[config.mk]
export PLATFORM = sky130hd
export DESIGN_NAME = vbp_unit
export DESIGN_NICKNAME = d
export VERILOG_FILES = /design/src/rtl/vbp_pkg.sv /design/src/rtl/vbp_lane_pick.sv /design/src/rtl/vbp_gather.sv /design/src/rtl/vbp_pack.sv /design/src/rtl/vbp_out_stage.sv /design/src/rtl/vbp_unit.sv
export SDC_FILE = /design/constraint.sdc
export NUM_CORES = 1
export LEC_CHECK = 0
export CORE_ASPECT_RATIO = 1.2
export CORE_MARGIN = 3
export CORE_UTILIZATION = 50
export DETAILED_ROUTE_END_ITERATION = 8
export PLACE_DENSITY = 0.8
export SLEW_MARGIN = 20
export SYNTH_ARGS = -nofsm -noshare
export SYNTH_HDL_FRONTEND = slang
export SYNTH_SLANG_ARGS = --single-unit
[constraint.sdc]
create_clock -name clk -period 2.15 [get_ports clk]
set_clock_uncertainty 0.1 [all_clocks]
set_input_delay 0.5375 -clock clk [delete_from_list [all_inputs] [get_ports clk]]
set_output_delay 0.5375 -clock clk [all_outputs]
set_load 0.005 [all_outputs]
[src/rtl/vbp_pkg.sv]
package vbp_pkg;
    localparam int VBP_LANES = 16;
    localparam int VBP_IDX_W = 8;
    localparam int VBP_VEC_W = 128;

    typedef enum logic {
        ST_IDLE = 1'b0,
        ST_LIVE = 1'b1
    } vbp_state_e;
endpackage

[src/rtl/vbp_lane_pick.sv]
module vbp_lane_pick #(
    parameter int VEC_W = 128,
    parameter int IDX_W = 8
) (
    input  logic [VEC_W-1:0] src,
    input  logic [IDX_W-1:0] idx,
    output logic             bit_o
);
    localparam int DW_W  = VEC_W / 2;
    localparam int OFS_W = $clog2(DW_W);

    logic             in_range;
    logic             lower_sel;
    logic [OFS_W-1:0] ofs;
    logic [OFS_W-1:0] rev_ofs;
    logic [DW_W-1:0]  word;

    always_comb begin
        in_range  = (32'(idx) < 32'(VEC_W));
        lower_sel = idx[OFS_W];
        ofs       = idx[OFS_W-1:0];
        // offset counts from the doubleword's top bit
        rev_ofs   = ~ofs;
        word      = lower_sel ? src[DW_W-1:0] : src[VEC_W-1:DW_W];
        bit_o     = in_range & word[rev_ofs];
    end
endmodule

[src/rtl/vbp_gather.sv]
module vbp_gather #(
    parameter int VEC_W = 128,
    parameter int IDX_W = 8,
    parameter int LANES = 16
) (
    input  logic [VEC_W-1:0]       src,
    input  logic [LANES*IDX_W-1:0] ctl,
    output logic [LANES-1:0]       field
);
    localparam int CTL_W = LANES * IDX_W;

    for (genvar g = 0; g < LANES; g++) begin : g_lane
        vbp_lane_pick #(
            .VEC_W(VEC_W),
            .IDX_W(IDX_W)
        ) u_pick (
            .src  (src),
            .idx  (ctl[CTL_W-1-IDX_W*g -: IDX_W]),
            .bit_o(field[LANES-1-g])
        );
    end
endmodule

[src/rtl/vbp_pack.sv]
module vbp_pack #(
    parameter int VEC_W = 128,
    parameter int LANES = 16
) (
    input  logic [LANES-1:0] field,
    output logic [VEC_W-1:0] res
);
    localparam int DW_W = VEC_W / 2;

    always_comb begin
        res              = '0;
        res[DW_W +: LANES] = field;
    end
endmodule

[src/rtl/vbp_out_stage.sv]
module vbp_out_stage
    import vbp_pkg::*;
#(
    parameter int VEC_W = 128
) (
    input  logic             clk,
    input  logic             rst,
    input  logic             in_valid,
    input  logic [VEC_W-1:0] d,
    output logic             out_valid,
    output logic [VEC_W-1:0] q
);
    vbp_state_e state;
    vbp_state_e nxt;

    // state register
    always_ff @(posedge clk) begin
        if (rst) state <= ST_IDLE;
        else     state <= nxt;
    end

    // transitions: accept, stream, drain, rest
    always_comb begin
        nxt = state;
        unique case (state)
            ST_IDLE: nxt = in_valid ? ST_LIVE : ST_IDLE;
            ST_LIVE: nxt = in_valid ? ST_LIVE : ST_IDLE;
            default: nxt = ST_IDLE;
        endcase
    end

    // outputs
    always_ff @(posedge clk) begin
        if (rst)           q <= '0;
        else if (in_valid) q <= d;
    end

    always_comb out_valid = (state == ST_LIVE);
endmodule

[src/rtl/vbp_unit.sv]
module vbp_unit
    import vbp_pkg::*;
#(
    parameter int VEC_W = VBP_VEC_W,
    parameter int IDX_W = VBP_IDX_W,
    parameter int LANES = VBP_LANES
) (
    input  logic                   clk,
    input  logic                   rst,
    input  logic                   in_valid,
    input  logic [VEC_W-1:0]       opnd_a,
    input  logic [LANES*IDX_W-1:0] opnd_ctl,
    output logic                   out_valid,
    output logic [VEC_W-1:0]       out_result
);
    logic [LANES-1:0] field;
    logic [VEC_W-1:0] packed_res;

    vbp_gather #(
        .VEC_W(VEC_W),
        .IDX_W(IDX_W),
        .LANES(LANES)
    ) u_gather (
        .src  (opnd_a),
        .ctl  (opnd_ctl),
        .field(field)
    );

    vbp_pack #(
        .VEC_W(VEC_W),
        .LANES(LANES)
    ) u_pack (
        .field(field),
        .res  (packed_res)
    );

    vbp_out_stage #(
        .VEC_W(VEC_W)
    ) u_out (
        .clk      (clk),
        .rst      (rst),
        .in_valid (in_valid),
        .d        (packed_res),
        .out_valid(out_valid),
        .q        (out_result)
    );
endmodule

==> impl_metrics.yaml, run 1 <==
global_routing:
  grt_start_max_net_pins: 42
  track_usage_pct: 75.2
  grt_overflow: 180
status:
  stop_stage: "5_1_grt"
  status: "aborted with a tool error"
  firstError: "[ERROR GRT-0232] Routing congestion too high. Check the congestion heatmap in the GUI."
place:
  place_hpwl_mm: 86.9
  routabilityCongestion: 1.16
  io_buffers: 275
  place_ws_ps: -1340
logic_synthesis:
  async_flop_share_pct: 0
  yosysTopAreaCell: "mux2i_1"
  yosysUniqueCellTypes: 44
  ys_warn_count: 0
  ys_ff_latch: 17
  synth_area_leaders: "mux2i_1 31%, mux4_2 20%, a22oi_1 10%"
  synth_top_area_share_pct: 30.8
  synth_edf_count: 0
  syn_inst: 2284
  synth_area_per_cell_um2: 9.09
  synth_flop_cell: "dfxtp_1"
  syn-cell-area_um2: 20800
  ys_seq_area_share_pct: 1.64
clocking:
  cts-root-buf: "clkbuf_16"
  cts_max_level: 1
  clockBufferDepth: 2
  cts_made_buffers: 3
  cts_hold_buf: 0
  cts.sinks: 17
floorplanning:
  num_rows: 81
  die_w_um: 192
  die_y_um: 229
  start_util_pct: 50.9
  io-pin-count: 388
-- kinds of logic after synthesis --
group                  count (synthesis)  share of synthesized area [%]
AO/OA/AOI/OAI                        620                           21.5
buffers and inverters                472                           14.5
flip-flops                            17                           1.64
multiplexers                         880                           54.4
other                                  1                         0.0181
AND/OR/NAND/NOR                      294                           7.94
-- Yosys cell counts (17+ instances only) --
| library cell | count |
|---|---|
| a21oi_1 | 160 |
| a22oi_1 | 288 |
| buf_1 | 19 |
| buf_2 | 37 |
| buf_4 | 168 |
| buf_6 | 65 |
| clkbuf_1 | 155 |
| dfxtp_1 | 17 |
| inv_1 | 21 |
| mux2_2 | 46 |
| mux2i_1 | 640 |
| mux4_2 | 182 |
| nand2_1 | 60 |
| nand2b_1 | 45 |
| nor2_1 | 33 |
| nor2b_1 | 32 |
| nor4_1 | 40 |
| o22ai_1 | 52 |
| or2_2 | 20 |
-- per-stage QoR --
step	area (µm²)	hold WS [ps]	std cells
CTS	31300	363	3582
detailed placement	27300	344	3393
global placement	27300	336	3393
floorplan	21400	344	2395
-- what timing repair did --
item                                    in CTS
cloned                                      41
gates resized for setup                    918
pin swaps                                  133
endpoints found under the hold margin        0
endpoints found under the setup margin      16
setup buffers                              145
-- routing by layer --
| layer | GRT overflow | track usage (%) |
|---|---|---|
| met1 | 4 | 75.8 |
| met4 | 73 | 71.3 |
| met5 | 0 | 37.2 |
| met2 | 101 | 88.6 |
| met3 | 2 | 63.5 |
==> inputs of run 2 (changes only) <==
--- a/config.mk
+++ b/config.mk
@@ -5,11 +5,10 @@
 export SDC_FILE = /design/constraint.sdc
 export NUM_CORES = 1
 export LEC_CHECK = 0
-export CORE_ASPECT_RATIO = 1.2
 export CORE_MARGIN = 3
-export CORE_UTILIZATION = 50
+export CORE_UTILIZATION = 35
 export DETAILED_ROUTE_END_ITERATION = 8
-export PLACE_DENSITY = 0.8
+export PLACE_DENSITY_LB_ADDON = 0.15
 export SLEW_MARGIN = 20
 export SYNTH_ARGS = -nofsm -noshare
 export SYNTH_HDL_FRONTEND = slang
==> constraint.sdc (replaced) <==
create_clock -name clk -period 2.8 [get_ports clk]
set_clock_uncertainty 0.1 [all_clocks]
set_input_delay 0.7 -clock clk [delete_from_list [all_inputs] [get_ports clk]]
set_output_delay 0.7 -clock clk [all_outputs]
set_load 0.005 [all_outputs]
==> impl_metrics.yaml, run 2 <==
layout:
  top_register: "u_out.q"
  largest_register_ffs: 16
  final_cell_mix: "640 x mux2i_1, 482 x buf_4, 275 x a22oi_1"
  multi_input_area_um2: 18600
  design_area_um2: 30300
  fill_cells: 5321
  final_common_cell: "mux2i_1"
  layout-drive-gt1-share_pct: 38.8
  postLayoutCoreUtil_pct: 52.0
  layout.cells.non_filler: 3679
  nets: 3173
  synthToLayoutAreaGrowth_pct: 45.8
  seq_area_um2: 340
timing:
  fin_ws_ps: -127
  fmax_mhz: 342
  worst_pin_slew_ps: 815
  report.final.hold_viol_count: 0
  grt_setup_unrepaired: "yes"
  fin_crit_sh_pct: 105
  relSlewSlack_pct: 45.6
  min_period_ps: 2930
  finalSetupViolCount: 1
  drv_slew: 0
status:
  violations: "negative setup slack"
  status: "finished with violations"
logic_synthesis:
  syn-cell-area_um2: 20800
  synth_edf_count: 0
  synth_area_leaders: "mux2i_1 31%, mux4_2 20%, a22oi_1 10%"
  async_flop_share_pct: 0
  yosysTopAreaCell: "mux2i_1"
  yosysUniqueCellTypes: 44
  syn_inst: 2284
  synth_area_per_cell_um2: 9.09
  ys_seq_area_share_pct: 1.64
  synthTopCellsByCount: "640 x mux2i_1, 288 x a22oi_1, 182 x mux4_2"
  synth_flop_cell: "dfxtp_1"
  ys_ff_latch: 17
  yosysMostFrequentCell: "mux2i_1"
  ys_warn_count: 0
  synth_top_area_share_pct: 30.8
setup_path:
  worst-path-stages: 9
  crit_required_ps: 2860
  worstSetupStartpoint: "opnd_ctl[14]"
  cp-end-kind: "flip-flop"
  critPathMaxFanout: 12
  critPathTopFamily: "compound AO/OA/AOI/OAI gates"
  crit_chain: "clkdlybuf4s50_1 > buf_12 > nor2_2 > a22oi_1 > a21oi_1 > nor4_2 > buf_4 > o22ai_1 > o41ai_2"
  worstPathBufferInverterCount: 3
  crit_arrival_ps: 2980
  critPathSlowestCell: "nor2_2"
  reg2reg_to: "u_out.q[75]$_SDFFE_PP0P_"
  critical_path.max_stage_delay_ps: 490
  critPathCapture: "u_out.q[65]$_SDFFE_PP0P_"
  worstReg2RegStart: "u_out.q[75]$_SDFFE_PP0P_"
  start_kind: "primary input"
  r2r_slack_ps: 2020
  crit_type: "primary input to flip-flop"
  rr_worst_depth: 2
clocking:
  cts_max_level: 1
  tritoncts: "built"
  path_clk_slew_ps: 70
  clockBufferDepth: 2
  cts-root-buf: "clkbuf_16"
  cts_made_buffers: 3
  cts.sinks: 17
  clk_latency_ps: 270
route:
  ant_nets: 0
  vias_per_cell: 6.54
  avgRoutedWirePerCell_um: 31.6
  via_count: 24077
  drt-total-wl_mm: 116
  drt-pass1-iter-count: 5
  drc: 0
  drt_iter0_drc: 3490
job:
  max_cap_violations: 0
min_path:
  hold_path_class: "flip-flop to flip-flop"
floorplanning:
  core-area_um2: 58200
  io-pin-count: 388
  die_area_um2: 62300
  start_util_pct: 35.7
  die_w_um: 250
  die_y_um: 250
  num_rows: 88
global_routing:
  grt_overflow: 0
  grt_antenna_before_repair: 3
  grt_pass1_wl_mm: 162
  track_usage_pct: 34.7
  grt_pass1_vias: 23332
  grt_start_max_net_pins: 46
power:
  p_leak_nw: 13.5
  p_per_area_nw_per_um2: 203
  power_frac_seq_pct: 4.4
  ir_worst_vdd_uv: 204
  power_frac_clock_pct: 5.8
  power_frac_comb_pct: 89.8
  p_sw_mw: 2.94
  swShare_pct: 47.9
  intPower_mw: 3.20
  total_power_mw: 6.13
place:
  place_area_um2: 28800
  dp_cells: 3626
  io_buffers: 275
  routabilityCongestion: 1.03
  place_hpwl_mm: 91.4
run 2: layout make-up:
class,count,share of cell area [%]
Multi-Input combinational cell,1906,61.3
Timing Repair Buffer,965,33.9
Tap cell,765,3.16
Sequential cell,17,1.12
Clock buffer,4,0.260
Inverter,21,0.260
Antenna cell,1,0.00827
run 2: how the worst min path moves through the flow:
stage | slack [ps] | to | cells past startpoint | startpoint
finish | 370 | u_out.q[78]$_SDFFE_PP0P_ | 2 | u_out.q[78]$_SDFFE_PP0P_
global route | 390 | u_out.q[78]$_SDFFE_PP0P_ | 2 | u_out.q[78]$_SDFFE_PP0P_
CTS | 380 | u_out.q[78]$_SDFFE_PP0P_ | 2 | u_out.q[78]$_SDFFE_PP0P_
floorplan | 340 | u_out.q[65]$_SDFFE_PP0P_ | 2 | u_out.q[65]$_SDFFE_PP0P_
detailed placement | 350 | u_out.q[71]$_SDFFE_PP0P_ | 2 | u_out.q[71]$_SDFFE_PP0P_
global placement | 340 | u_out.q[71]$_SDFFE_PP0P_ | 2 | u_out.q[71]$_SDFFE_PP0P_
run 2: logic make-up (layout without fill, tap and decap cells):
| family | count (synthesis) | after routing | synth area share, % |
|---|---|---|---|
| compound gates | 620 | 620 | 21.5 |
| mux | 880 | 880 | 54.4 |
| other cells | 1 | 113 | 0.0181 |
| buf+inv | 472 | 990 | 14.5 |
| simple gates | 294 | 294 | 7.94 |
| flops | 17 | 17 | 1.64 |
run 2: tightest hold or removal path, cell delays in order, from the launching register on:
cell and delay (ps):
dfxtp_1 330, nand2_1 70, o41ai_2 50
run 2: stage by stage:
stage                     setup slack (ps)  hold slack, ps  setup TNS [ps]
after global placement                -905             342           -8850
after floorplan                        323             344               0
after global routing                 -77.1             390            -128
final                                 -127             370            -127
after detailed placement              -877             346           -9240
after CTS                            0.161             377               0
run 2: repair_timing:
action / 4_1_cts / 5_1_grt
hold buffers: 0 / 0
pin swaps: 23 / 55
buffers inserted: 17 / 29
gates resized for setup: 141 / 166
setup endpoints to repair: 16 / 16
hold endpoints to repair: 0 / 0
cloned: 1 / 4
run 2: power by group through the flow:
stage	Combinational, mW	Sequential, mW	Clock [mW]
global placement	5.04	0.276	0
global route	5.70	0.271	0.363
CTS	5.19	0.270	0.362
floorplan	2.75	0.271	0
finish	5.51	0.271	0.356
detailed placement	5.08	0.275	0
run 2: routing by layer:
metal	vias to the layer above	share of wire, %	track usage [%]
met5	-	0	0
li1	10152	-	-
met4	0	3.8	10.9
met1	11857	40	46.5
met3	304	12	9.02
met2	1764	44	54.5
Power figures use the tool's default switching activity.
